`config.mk`:
```
export PLATFORM = sky130hd
export DESIGN_NAME = cal_busy_seq
export DESIGN_NICKNAME = d
export VERILOG_FILES = /design/src/rtl/cbs_pkg.sv /design/src/rtl/cbs_sync.sv /design/src/rtl/cbs_lowtimer.sv /design/src/rtl/cbs_ctrl.sv /design/src/rtl/cal_busy_seq.sv
export SDC_FILE = /design/constraint.sdc
export NUM_CORES = 1
export LEC_CHECK = 0
export CAP_MARGIN = 40
export CORE_ASPECT_RATIO = 0.8
export CORE_MARGIN = 5
export CORE_UTILIZATION = 50
export CTS_BUF_LIST = sky130_fd_sc_hd__clkbuf_4
export CTS_CLUSTER_DIAMETER = 30
export CTS_CLUSTER_SIZE = 20
export DETAILED_ROUTE_END_ITERATION = 12
export DONT_BUFFER_PORTS = 1
export PLACE_DENSITY_LB_ADDON = 0.05
export SYNTH_ARGS = -nofsm -noshare
export SYNTH_HDL_FRONTEND = slang
export SYNTH_SLANG_ARGS = --single-unit
```
`constraint.sdc`:
```
create_clock -name clk -period 1.63 [get_ports clk]
set_input_delay 0.0815 -clock clk [delete_from_list [all_inputs] [get_ports clk]]
set_output_delay 0.0815 -clock clk [all_outputs]
set_load 0.005 [all_outputs]
```
`src/rtl/cbs_pkg.sv`:
```
`timescale 1ns/1ps
package cbs_pkg;
    typedef enum logic [1:0] {
        ST_IDLE  = 2'd0,
        ST_CAL   = 2'd1,
        ST_READY = 2'd2
    } seq_state_e;
endpackage

```
`src/rtl/cbs_sync.sv`:
```
`timescale 1ns/1ps
// Multi-stage synchronizer for the asynchronous init request.
module cbs_sync #(
    parameter int STAGES = 2
) (
    input  logic clk,
    input  logic din,
    output logic dout
);
    logic [STAGES-1:0] sh_d, sh_q;

    generate
        if (STAGES == 1) begin : g_single
            always_comb sh_d = din;
        end else begin : g_chain
            always_comb sh_d = {sh_q[STAGES-2:0], din};
        end
    endgenerate

    always_ff @(posedge clk) sh_q <= sh_d;

    assign dout = sh_q[STAGES-1];
endmodule

```
`src/rtl/cbs_lowtimer.sv`:
```
`timescale 1ns/1ps
// Qualifies the request: counts consecutive low samples, saturating.
module cbs_lowtimer #(
    parameter int MIN_LOW = 3
) (
    input  logic clk,
    input  logic sync_in,
    output logic launch,
    output logic hold_idle
);
    localparam int LW = $clog2(MIN_LOW + 1);

    logic [LW-1:0] cnt_d, cnt_q;
    logic          long_enough;

    assign long_enough = (cnt_q == LW'(MIN_LOW));

    always_comb begin
        if (sync_in)          cnt_d = '0;
        else if (long_enough) cnt_d = cnt_q;
        else                  cnt_d = cnt_q + LW'(1);
    end

    always_ff @(posedge clk) cnt_q <= cnt_d;

    assign launch    = sync_in & long_enough;
    assign hold_idle = ~sync_in & long_enough;
endmodule

```
`src/rtl/cbs_ctrl.sv`:
```
`timescale 1ns/1ps
// Calibration interval state machine and output decode.
module cbs_ctrl
    import cbs_pkg::*;
#(
    parameter int CAL_CYCLES = 750000
) (
    input  logic clk,
    input  logic launch,
    input  logic hold_idle,
    output logic busy_n,
    output logic ready,
    output logic cal_start,
    output logic cal_done
);
    localparam int CW   = $clog2(CAL_CYCLES);
    localparam int LAST = CAL_CYCLES - 1;

    typedef struct packed {
        seq_state_e    st;
        logic [CW-1:0] cnt;
        logic          done;
    } ctrl_s;

    ctrl_s d, q;

    always_comb begin
        d      = q;
        d.done = 1'b0;
        if (launch) begin
            d.st  = ST_CAL;
            d.cnt = CW'(1);
        end else if (hold_idle) begin
            d.st  = ST_IDLE;
            d.cnt = '0;
        end else begin
            case (q.st)
                ST_CAL: begin
                    if (q.cnt == CW'(LAST)) begin
                        d.st   = ST_READY;
                        d.cnt  = '0;
                        d.done = 1'b1;
                    end else begin
                        d.cnt = q.cnt + CW'(1);
                    end
                end
                ST_READY: d.st = ST_READY;
                default:  d.st = ST_IDLE;
            endcase
        end
    end

    always_ff @(posedge clk) q <= d;

    assign busy_n    = ~((q.st == ST_CAL) | launch);
    assign ready     = (q.st == ST_READY) & ~launch;
    assign cal_start = launch;
    assign cal_done  = q.done;
endmodule

```
`src/rtl/cal_busy_seq.sv`:
```
`timescale 1ns/1ps
module cal_busy_seq #(
    parameter int CAL_CYCLES  = 750000,
    parameter int MIN_LOW     = 3,
    parameter int SYNC_STAGES = 2
) (
    input  logic clk,
    input  logic init_n,
    output logic busy_n,
    output logic ready,
    output logic cal_start,
    output logic cal_done
);
    logic init_sync;
    logic launch;
    logic hold_idle;

    cbs_sync #(.STAGES(SYNC_STAGES)) u_sync (
        .clk  (clk),
        .din  (init_n),
        .dout (init_sync)
    );

    cbs_lowtimer #(.MIN_LOW(MIN_LOW)) u_low (
        .clk       (clk),
        .sync_in   (init_sync),
        .launch    (launch),
        .hold_idle (hold_idle)
    );

    cbs_ctrl #(.CAL_CYCLES(CAL_CYCLES)) u_ctrl (
        .clk       (clk),
        .launch    (launch),
        .hold_idle (hold_idle),
        .busy_n    (busy_n),
        .ready     (ready),
        .cal_start (cal_start),
        .cal_done  (cal_done)
    );
endmodule

```
; Word level (Yosys, flattened, before mapping)
; Index checks and enable logic that the tools add are counted.
[classes]
n_addsub = 2
n_eq_ne = 6
muxes = 6
bitwise = 8
reduce_logical = 3
[op_table]
columns = cell, count
row1 = 2-to-1 mux 21 bit, 2
row2 = adder 20 x 1 -> 20 bit (second input constant), 1
row3 = == test 20 bit (second input constant), 1
row4 = 2-to-1 mux 20 bit, 1
row5 = == test 2 bit (second input constant), 2
row6 = NOT 1 bit, 4
row7 = one-hot mux 2 bit (2 select lines), 1
row8 = bitwise AND 1 bit, 3
row9 = != test 3 x 2 -> 1 bit (second input constant), 1
row10 = OR reduction 3 bit, 1
row11 = adder 2 x 1 -> 2 bit (second input constant), 1
row12 = == test 2 x 1 -> 1 bit (second input constant), 1
row13 = 2-to-1 mux 2 bit, 1
row14 = != test 2 x 1 -> 1 bit (second input constant), 1
row15 = nonzero test 2 bit, 1
row16 = OR reduction 2 bit, 1
row17 = 2-to-1 mux 1 bit, 1
row18 = OR 1 bit, 1
[totals]
register_bits = 27
output_inout_bits = 4
wordCells = 32

; Longest topological paths before layout
; Gate-level depths: netlist of the first run.
[logic_depth]
word_depth = 4
mapped_depth = 8
depth_no_buf = 6

; By module
; Synthesis of the first run repeated with hierarchy kept, for this count alone.
[unflattened]
cells_unflattened = 147
area_unflattened_um2 = 1278.7
[by_module_without_submodules]
columns = module, instances, cells_per_inst, area_per_inst_um2, seq_area_each_um2
row1 = cbs_ctrl, 1, 136, 1146.1, 460.4
row2 = cbs_lowtimer, 1, 9, 92.6, 40.0
row3 = cbs_sync, 1, 2, 40.0, 40.0

; Least setup slack after synthesis of the first run
; OpenSTA, ideal clock, no wires.
[synth_timing]
kind = register to register
start = reg u_ctrl.q[22] (netlist name)
end = reg u_ctrl.q[14] (netlist name)
setup_time_ps = 70
arrival_ps = 1722
setup_slack_ps = -161
path_stages_with_launch = 9
n_path_buf = 2
period_less_slack_ps = 1791
path_cell_list = dfxtp_1 -> inv_1 -> ha_1 -> buf_2 -> and4_1 -> buf_2 -> nand3_1 -> or4_1 -> a21oi_1
[synth_via]
elab_chain_len = 1
[synth_rtl]
columns = element, line
row1 = from (decl), cbs_ctrl.sv:25  ; ctrl_s d, q;
row2 = from (signal assigned), cbs_ctrl.sv:53  ; always_ff @(posedge clk) q <= d;
row3 = == test 2 x 1 -> 1 bit, cbs_ctrl.sv:37  ; case (q.st)
; No other way between the ends.
; A chain may end at the register's enable or synchronous reset.

; Worst setup path after layout of the first run
[layout_timing]
start = reg u_ctrl.q[11] (netlist name)
end = reg u_ctrl.q[7] (netlist name)
[layout_via]
elab_chain_len = 2
[layout_rtl]
columns = element, line
row1 = == test 20 bit, cbs_ctrl.sv:39  ; if (q.cnt == CW'(LAST)) begin
row2 = 2-to-1 mux 20 bit, cbs_ctrl.sv:39
; No other way between the ends.

==> results of run 1 <==
-- metal layers --
layer	wire (um)	part of all wire [%]	vias to the layer above
li1	-	-	575
met1	1430	50	555
met2	1270	44	22
met3	127	4.4	4
met4	27	0.95	0
met5	0	0	-
-- area by class of cell --
cell class | count | area [um^2] | area share, %
Multi-Input combinational cell | 103 | 741 | 46.0
Tap cell | 36 | 45.0 | 2.80
Clock inverter | 1 | 8.76 | 0.544
Inverter | 6 | 22.5 | 1.40
Timing Repair Buffer | 29 | 228 | 14.2
Clock buffer | 3 | 22.5 | 1.40
Sequential cell | 27 | 542 | 33.7
-- critical path, cell delays in order, from the launching register on --
cell,delay (ns)
dfxtp_2,0.36
or4b_4,0.54
nor4b_4,0.24
a41o_1,0.28
buf_6,0.17
nor2_1,0.05
-- metrics by stage --
stage	power, mW	setup TNS (ns)
floorplan	0.926	-0.324
global route	1.41	-2.87
finish	1.33	-1.24
global placement	0.997	-0.0870
detailed placement	1.01	-0.571
CTS	1.34	-1.16
-- cell usage in the layout, fill, tap and decap left out, types with 2 or more instances in the layout --
cell type	netlist	final
buf_4	0	26
dfxtp_1	27	26
nor2_1	18	16
nand4_1	11	11
xor2_1	9	9
nand2_1	7	7
inv_1	6	6
nand3_1	6	5
o31ai_1	5	5
a21oi_2	0	5
or4_1	4	4
a21oi_1	8	3
o21ai_0	4	3
or3_1	3	3
xnor2_1	3	3
ha_1	5	3
clkbuf_4	0	3
and2_1	2	2
and3_1	2	2
and4_1	3	2
nor2_2	0	2
ha_2	0	2
buf_6	1	2
-- cells in the mapped netlist, types with 4 or more instances --
library cell	count
nand4_1	11
dfxtp_1	27
xor2_1	9
o21ai_0	4
inv_1	6
nand2_1	7
o31ai_1	5
nor2_1	18
a21oi_1	8
or4_1	4
ha_1	5
nand3_1	6
-- repair_timing --
item | 4_1_cts | 5_1_grt
endpoints found under the hold margin | 1 | 0
resized for setup | 9 | 7
setup endpoints to repair | 20 | 22
pin swaps | 2 | 0
hold buffers | 1 | 0
-- registers in the layout, summed over array words and instances, names as in the netlist --
register	flops
u_ctrl.q	22
u_sync.sh_q	2
u_ctrl.cal_done	1
u_low.cnt_q	2
-- power groups by stage --
stage               Sequential, mW  Combinational (mW)  Clock [mW]
floorplan                    0.762               0.164           0
global placement             0.760               0.238           0
detailed placement           0.765               0.248           0
CTS                          0.750               0.261       0.324
global route                 0.759               0.299       0.353
finish                       0.751               0.264       0.315
-- cells by family after synthesis --
| logic type | share of synthesized area, % |
|---|---|
| simple gates | 28.5 |
| flops | 41.4 |
| compound gates | 9.49 |
| buf+inv | 6.14 |
| xor+xnor | 8.05 |
| fa+ha+maj | 4.79 |
| mux | 1.63 |
-- worst max-delay path by stage --
stage,end,slack (ns),from
2_1_floorplan,u_ctrl.q[16]$_SDFFE_PP0P_,-0.04,u_ctrl.q[22]$_SDFFE_PP0P_
3_3_place_gp,u_ctrl.q[16]$_SDFFE_PP0P_,-0.03,u_ctrl.q[22]$_SDFFE_PP0P_
3_5_place_dp,u_ctrl.q[19]$_SDFFE_PP0P_,-0.05,u_ctrl.q[11]$_SDFFE_PP0P_
4_1_cts,u_ctrl.q[14]$_SDFFE_PP0P_,-0.07,u_ctrl.q[11]$_SDFFE_PP0P_
5_1_grt,u_ctrl.q[15]$_SDFFE_PP0P_,-0.18,u_ctrl.q[11]$_SDFFE_PP0P_
6_report,u_ctrl.q[7]$_SDFFE_PP0P_,-0.08,u_ctrl.q[11]$_SDFFE_PP0P_
==> results by group, run 1 <==
Timing
  – Fin. Hold Viols: 0
  – Headroom to the max-slew limit: between 70% and 80%
  – RSZ-0062 raised after global routing: yes
  – Final min period: approximately 1.7 ns
  – Worst Max-Slew Pin Slew: between 0.3 and 0.4 ns
  – Final critical-path share of the clock period: 105%
  – Setup slack after layout: -0.0847 ns
  – Final slew viol count: 0
  – Final setup violation count: 18
  – Skew final: 0.0116 ns
  – FMAX: 583 MHz
  – Hold WS: 0.275 ns

CTS
  – Clock Sink Count: 27
  – CTS buffer count: 3
  – Clock Path Buffers: 2
  – Root Driver: clkbuf_4
  – # Post-CTS Setup Buffers: 0
  – CTS tree: done
  – Worst skew pair latency: about 0.34 ns
  – H-Tree Level Count: 1
  – Clock slew at reported path FFs: ~0.16 ns

Job
  – Number of max-cap violations: 0

Routing
  – Number of nets with antenna violations after routing: 0
  – First drt pass iteration count: 4
  – Initial drt markers: 110
  – DR DRC count: 0
  – Total wire length: ~2900 um
  – Avg WL per Cell: 13.9 um
  – Via count: roughly 1,200
  – Vias per cell: roughly 5.6

Pwr
  – P_int: ~0.95 mW
  – Cell Pwr Density: 826 nW/um^2
  – Switching share of power: ~28%
  – Leakage power: 0.619 nW
  – Clock power share: 23.7%
  – Net Switching: 0.378 mW
  – Reg power frac: a little under three fifths
  – Comb pwr share: between 15 and 20%
  – VDD IR max: approximately 0.00069 V

Hold path
  – Startpoint of the worst hold path: init_n
  – HP Class: input pin to flip-flop
  – Hold depth: 1
  – Hold Path Sink: u_sync.sh_q[0]$_DFF_P_

Place
  – IO Port Bufs: 0
  – Dpl ws: -0.0522 ns
  – Dpl cell area: 1520 um^2
  – Hpwl dp: about 2200 um
  – Global placement routability congestion: about 0.8
  – DP Cell Count: 200

Yosys
  – Post-Syn Nets: 151
  – Register area share after synthesis: 41.4%
  – Area contributors post-synth: dfxtp_1, xor2_1, nand4_1
  – Ys async rst share: 0%
  – Library cells used by synthesis: 34
  – Yosys top cell area share: 41.4%
  – Yosys top cell by area: dfxtp_1
  – Mapped Area: between 1000 and 1500 um^2
  – Main flop type after synthesis: dfxtp_1
  – Syn Inst Count: 144
  – YS warnings: 0
  – Seq cells post-synth: 27
  – Syn_area_per_cell: 9.06 um^2
  – Number of synthesized flops with an enable pin: 0

Final layout
  – Final Net Count: approximately 180
  – Layout area overhead: 23.3%
  – Fill count: 229
  – Cell Count, Final, Fillers Out: between 200 and 250
  – Cell area after layout: 1610 um^2
  – Final Util: around 65%
  – N_diodes: 0
  – Layout cells sized above 1: approximately 29%

Global routing
  – Largest net degree at the start of global routing: 18
  – Met2 Use GR: 24.4%
  – Grt ovf: 0
  – Global-route wire length before repair: approximately 5000 um
  – GRT Total Usage: between 10% and 20%
  – Number of global-route vias before repair: 1,081
  – Busiest grt layer: met2
  – Initial antenna violation count: 0
  – GR Layer Usage met3: under 10%
  – M1 GR Usage: about 24%

Critical path
  – Critical Path RT: approximately 1.9 ns
  – CP Launch Type: flip-flop
  – Depth of the worst register-to-register path: 5
  – Reg2reg start: u_ctrl.q[11]$_SDFFE_PP0P_
  – Setup CP Type: flip-flop to flip-flop
  – Reg2Reg Setup Slack: -0.08 ns
  – Critical path arrival: approximately 2 ns
  – RR Endpoint: u_ctrl.q[7]$_SDFFE_PP0P_
  – Max Fanout on Critical Path: 8
  – CP endpoint kind: flip-flop

Die
  – Die Span Y: between 50 and 60 um
  – Row count: 16
  – Die Width: 67.1 um
  – Die area: 3740 um^2
  – I/O pins: 6
  – Initial core utilization: a little over half
  – Core area: between 2000 and 2500 um^2

Outcome
  – Status: finished with violations
  – Failing checks: negative setup slack
(Power assumes the default switching activity.)
==> run 2: changes to the inputs <==
--- a/config.mk
+++ b/config.mk
@@ -14,7 +14,8 @@
 export CTS_CLUSTER_SIZE = 20
 export DETAILED_ROUTE_END_ITERATION = 12
 export DONT_BUFFER_PORTS = 1
-export PLACE_DENSITY_LB_ADDON = 0.05
+export PLACE_DENSITY = 0.68
 export SYNTH_ARGS = -nofsm -noshare
 export SYNTH_HDL_FRONTEND = slang
+export SYNTH_HIERARCHICAL = 1
 export SYNTH_SLANG_ARGS = --single-unit
==> results by group, run 2 <==
Outcome
  – Status: finished with violations
  – Failing checks: negative setup slack

Global routing
  – Largest net degree at the start of global routing: 16
  – Number of global-route vias before repair: roughly 1,100
  – Initial antenna violation count: 0
  – Global-route wire length before repair: 5100 um
  – GRT Total Usage: between 10% and 20%
  – Grt ovf: 0

Timing
  – Fin. Hold Viols: 0
  – FMAX: roughly 570 MHz
  – Final slew viol count: 0
  – Final min period: approximately 1.7 ns
  – Final TNS setup: -0.466 ns
  – Final setup violation count: 7
  – RSZ-0062 raised after global routing: yes
  – Setup slack after layout: -0.110 ns
  – Hold WS: roughly 0.30 ns
  – Headroom to the max-slew limit: between 70 and 80%
  – Skew final: between 0.003 and 0.004 ns
  – Final critical-path share of the clock period: 107%
  – Worst Max-Slew Pin Slew: between 0.4 and 0.5 ns

Yosys
  – Most common library cells after synthesis: dfxtp_1, nor2_1, nand2_1, nand3_1, inv_1
  – Seq cells post-synth: 27
  – Register area share after synthesis: 42.3%
  – Yosys top cell by area: dfxtp_1
  – Syn Inst Count: between 100 and 150
  – Most common cell in the netlist: dfxtp_1
  – Area contributors post-synth: dfxtp_1, nor2_1, xor2_1
  – Mapped Area: 1280 um^2
  – Syn_area_per_cell: between 8 and 9 um^2
  – Main flop type after synthesis: dfxtp_1
  – Post-Syn Nets: around 150
  – Ys async rst share: 0%
  – YS warnings: 6
  – Number of synthesized flops with an enable pin: 0
  – Yosys top cell area share: 42.3%
  – Library cells used by synthesis: 36

Critical path
  – Reg2reg start: u_ctrl/q[22]$_SDFFE_PP0P_
  – Crit path largest cell delay: approximately 0.49 ns
  – Buf/Inv on CP: 1
  – Critical Path RT: about 1.9 ns
  – CP Launch Type: flip-flop
  – Max Fanout on Critical Path: 8
  – Reg2Reg Setup Slack: -0.11 ns
  – Crit. Startpoint: u_ctrl/q[22]$_SDFFE_PP0P_
  – CP cell instances: inv_2 > ha_4 > nand3_2 > or3_4 > or4_4 > a21oi_2
  – Crit-path slowest cell: or4_4
  – RR Endpoint: u_ctrl/q[20]$_SDFFE_PP0P_
  – Critical path arrival: 2.01 ns
  – CP endpoint kind: flip-flop
  – Setup CP Type: flip-flop to flip-flop
  – Depth of the worst register-to-register path: 6
  – Top delay family on crit path: simple AND/OR/NAND/NOR gates

Hold path
  – Hold depth: 1
  – Hold Path Sink: u_sync/sh_q[0]$_DFF_P_
  – Startpoint of the worst hold path: init_n
  – HP Class: input pin to flip-flop

Routing
  – DR DRC count: 0
  – Number of nets with antenna violations after routing: 0
  – Avg WL per Cell: 13.7 um
  – Total wire length: 2980 um
  – Via count: roughly 1,200
  – Vias per cell: around 5.5
  – Initial drt markers: 93
  – First drt pass iteration count: 4

Die
  – Core area: between 2000 and 2500 um^2
  – Die Width: 66.5 um
  – I/O pins: 6
  – Die area: between 3000 and 4000 um^2
  – Initial core utilization: a little over half
  – Row count: 16
  – Die Span Y: around 55 um

CTS
  – H-Tree Level Count: 1
  – Clock Path Buffers: 2
  – CTS tree: done
  – Worst skew pair latency: between 0.3 and 0.4 ns
  – Clock slew at reported path FFs: 0.14 ns
  – Clock Sink Count: 27
  – Root Driver: clkbuf_4
  – CTS buffer count: 3

Place
  – DP Cell Count: about 210
  – Hpwl dp: roughly 2200 um
  – Global placement routability congestion: 0.809
  – IO Port Bufs: 0

Final layout
  – Final Net Count: roughly 190
  – Max reg flops: 22
  – Cell Count, Final, Fillers Out: around 220
  – Largest regs: u_ctrl/q: 22 flops, u_low/cnt_q: 2 flops, u_sync/sh_q: 2 flops
  – Most common cell after layout, fill and taps aside: buf_4
  – Final Util: ~70%
  – Most frequent cells in the layout: buf_4, dfxtp_1, nor2_1
  – N_diodes: 0
  – Top reg by flops: u_ctrl/q
  – Layout cells sized above 1: approximately two fifths
  – Layout area overhead: 32.5%

Job
  – Number of max-cap violations: 0

Pwr
  – VDD IR max: between 0.0005 and 0.0006 V
  – Cell Pwr Density: about 1100 nW/um^2
  – Leakage power: around 0.67 nW
run 2: worst max-delay path by stage:
stage | end | cells past startpoint
final | u_ctrl/q[20]$_SDFFE_PP0P_ | 6
after global routing | u_ctrl/q[16]$_SDFFE_PP0P_ | 6
after CTS | u_ctrl/q[20]$_SDFFE_PP0P_ | 6
after detailed placement | u_ctrl/q[20]$_SDFFE_PP0P_ | 6
after global placement | u_ctrl/q[20]$_SDFFE_PP0P_ | 6
after floorplan | u_ctrl/q[20]$_SDFFE_PP0P_ | 7
run 2: cell families (layout without fill, tap and decap cells):
group	count (synthesis)	in the layout	synth area share [%]
and+or+nand+nor	68	68	29.2
xor gates and xnor gates	12	12	8.22
muxes	2	2	1.66
adders and majority gates	4	4	3.91
buffers and inverters	13	48	4.40
DFF	27	27	42.3
AOI/OAI and AO/OA	21	21	10.4
run 2: report_power, final:
part / leakage, nW / total, mW / switching [mW] / internal, mW
Combinational: 0.430 / 0.638 / 0.286 / 0.352
Clock: 0.0177 / 0.288 / 0.196 / 0.0920
Sequential: 0.225 / 0.984 / 0.148 / 0.836
Total: 0.672 / 1.91 / 0.629 / 1.28
run 2: what timing repair did:
action | CTS | global route
setup endpoints to repair | 10 | 21
pin swaps | 4 | 1
hold endpoints to repair | 1 | 0
hold buffers | 1 | 0
gates resized for setup | 11 | 10
buffers inserted | 3 | 1
run 2: final cells by class:
class / instances / area [um^2]
timing repair buffer: 36 / 277
multi-input combinational: 107 / 762
clock inverter: 1 / 5.00
sequential: 27 / 553
clock buffer: 3 / 22.5
tap: 36 / 45.0
inverter: 8 / 30.0
fill: 199 / 748
run 2: through the flow:
step / instance area (um^2) / power (mW) / setup slack [ns]
final: 1690 / 1.91 / -0.110
after CTS: 1660 / 1.87 / -0.0884
after floorplan: 1320 / 1.28 / -0.143
after global routing: 1690 / 2.04 / -0.155
after detailed placement: 1560 / 1.55 / -0.158
after global placement: 1560 / 1.51 / -0.0827
run 2: routing by layer:
layer / vias up / share of wire, % / track usage [%]
met5: - / 0 / 0
met4: 0 / 0.47 / 2.61
met3: 4 / 3.9 / 4.26
met2: 27 / 47 / 26.1
met1: 574 / 49 / 25.3
li1: 586 / - / -
==> run 3: changes to the inputs <==
--- a/config.mk
+++ b/config.mk
@@ -6,15 +6,14 @@
 export NUM_CORES = 1
 export LEC_CHECK = 0
 export CAP_MARGIN = 40
-export CORE_ASPECT_RATIO = 0.8
 export CORE_MARGIN = 5
-export CORE_UTILIZATION = 50
+export CORE_UTILIZATION = 32
 export CTS_BUF_LIST = sky130_fd_sc_hd__clkbuf_4
 export CTS_CLUSTER_DIAMETER = 30
 export CTS_CLUSTER_SIZE = 20
 export DETAILED_ROUTE_END_ITERATION = 12
 export DONT_BUFFER_PORTS = 1
-export PLACE_DENSITY = 0.68
+export RECOVER_POWER = 50
 export SYNTH_ARGS = -nofsm -noshare
 export SYNTH_HDL_FRONTEND = slang
 export SYNTH_HIERARCHICAL = 1
==> results by group, run 3 (same netlist as run 2, synthesis figures left out) <==
Outcome
  – Status: finished with violations
  – Failing checks: negative setup slack

Die
  – Die Span Y: 73.2 um
  – Initial core utilization: 32.4%
  – Row count: 23
  – I/O pins: 6
  – Die area: approximately 5400 um^2
  – Core area: about 4000 um^2
  – Die Width: about 73 um

Critical path
  – CP Launch Type: flip-flop
  – Reg2reg start: u_ctrl/q[6]$_SDFFE_PP0P_
  – Critical path arrival: a little under 2 ns
  – Max Fanout on Critical Path: 3
  – RR Endpoint: u_ctrl/q[22]$_SDFFE_PP0P_
  – Crit. Startpoint: u_ctrl/q[6]$_SDFFE_PP0P_
  – CP Capture Point: u_ctrl/q[22]$_SDFFE_PP0P_
  – CP endpoint kind: flip-flop
  – Setup CP Type: flip-flop to flip-flop
  – Critical Path RT: 1.86 ns
  – Depth of the worst register-to-register path: 4
  – Reg2Reg Setup Slack: -0.09 ns

Place
  – Global placement routability congestion: ~0.81
  – Dpl cell area: around 1600 um^2
  – IO Port Bufs: 0
  – Dpl ws: -0.158 ns
  – Hpwl dp: around 2200 um

Final layout
  – Max reg flops: 22
  – Most frequent cells in the layout: buf_4, nor2_1, dfxtp_1
  – Layout cells sized above 1: just under 40%
  – Cell area after layout: approximately 1800 um^2
  – Final Util: 44.7%
  – Top reg by flops: u_ctrl/q
  – N_diodes: 0
  – Most common cell after layout, fill and taps aside: buf_4
  – Final Net Count: between 150 and 200
  – Layout area overhead: 38.0%
  – Largest regs: u_ctrl/q: 22 flops, u_low/cnt_q: 2 flops, u_sync/sh_q: 2 flops

Timing
  – Fin. Hold Viols: 0
  – Final TNS setup: -0.383 ns
  – Setup slack after layout: -0.0944 ns
  – RSZ-0062 raised after global routing: yes
  – Final min period: around 1.7 ns
  – Hold WS: just under 0.3 ns
  – Final critical-path share of the clock period: 106%
  – Worst Max-Slew Pin Slew: around 0.36 ns
  – Headroom to the max-slew limit: about three quarters
  – FMAX: 580 MHz
  – Final setup violation count: 5
  – Final slew viol count: 0
  – Skew final: roughly 0.0055 ns

Pwr
  – Leakage power: between 0.7 and 0.8 nW
  – Cell Pwr Density: 1090 nW/um^2
  – VDD IR max: 0.000421 V

Global routing
  – Global-route wire length before repair: around 5000 um
  – Number of global-route vias before repair: around 1,200
  – GRT Total Usage: 11.7%
  – Initial antenna violation count: 0
  – Largest net degree at the start of global routing: 15
  – Grt ovf: 0

Routing
  – Vias per cell: 4.99
  – First drt pass iteration count: 4
  – DR DRC count: 0
  – Via count: about 1,200
  – Avg WL per Cell: 11.9 um
  – Number of nets with antenna violations after routing: 0
  – Initial drt markers: 29
  – Total wire length: between 2000 and 3000 um

CTS
  – H-Tree Level Count: 1
  – Root Driver: clkbuf_4
  – Clock slew at reported path FFs: 0.14 ns
  – Clock Path Buffers: 2
  – CTS buffer count: 3
  – Clock Sink Count: 27
  – Worst skew pair latency: around 0.32 ns
  – CTS tree: done

Hold path
  – HP Class: input pin to flip-flop

Job
  – Number of max-cap violations: 0
[run 3: changes by cell type in the layout (fill, tap and decap cells not counted), moves of 3 or more]
cell / delta
or4_1: +3
a21oi_2: -3
or4_4: -3
buf_6: +3
dfxtp_2: +3
a21oi_1: +3
[run 3: layer usage]
layer | part of all wire (%) | routed length, um | GRT usage, % | up-vias
met3 | 2.6 | 74 | 2.07 | 4
li1 | - | - | - | 607
met2 | 49 | 1400 | 20.0 | 15
met1 | 46 | 1310 | 14.4 | 562
met4 | 1.6 | 46 | 4.92 | 0
met5 | 0 | 0 | 0 | -
[run 3: worst min-delay path by stage]
stage / from / cells after the start / to / slack (ns)
2_1_floorplan: init_n / 0 / u_sync/sh_q[0]$_DFF_P_ / 0.11
3_3_place_gp: init_n / 0 / u_sync/sh_q[0]$_DFF_P_ / 0.11
3_5_place_dp: init_n / 0 / u_sync/sh_q[0]$_DFF_P_ / 0.11
4_1_cts: init_n / 1 / u_sync/sh_q[0]$_DFF_P_ / 0.28
5_1_grt: init_n / 1 / u_sync/sh_q[0]$_DFF_P_ / 0.28
6_report: init_n / 1 / u_sync/sh_q[0]$_DFF_P_ / 0.29
[run 3: stage by stage]
| stage | instances | power (mW) |
|---|---|---|
| finish | 238 | 1.93 |
| floorplan | 147 | 1.28 |
| detailed placement | 227 | 1.57 |
| CTS | 236 | 1.90 |
| global route | 238 | 2.07 |
| global placement | 227 | 1.54 |
[run 3: power by group]
group / switching [mW] / total, mW / leakage, nW / internal [mW]
combinational: 0.276 / 0.643 / 0.460 / 0.367
sequential: 0.134 / 0.971 / 0.225 / 0.837
clock: 0.200 / 0.312 / 0.0184 / 0.112
[run 3: layout make-up]
type	count	area, um^2
clock buffer	4	30.0
fill	381	2180
inverter	8	30.0
multi-input combinational	107	759
sequential	27	553
tap	50	62.6
timing repair buffer	42	329
[run 3: critical path: stages, from the launching register on]
cell and delay [ns]:
dfxtp_2 0.36, or3b_4 0.38, or3_4 0.40, o21ai_4 0.17
mux2_4 0.32
[run 3: timing repair]
item | 4_1_cts | 5_1_grt
endpoints found under the setup margin | 8 | 14
gates cloned | 0 | 0
gates resized for setup | 7 | 16
setup buffers | 4 | 3
pin swaps | 3 | 5
hold endpoints to repair | 1 | 0
hold buffers | 1 | 0
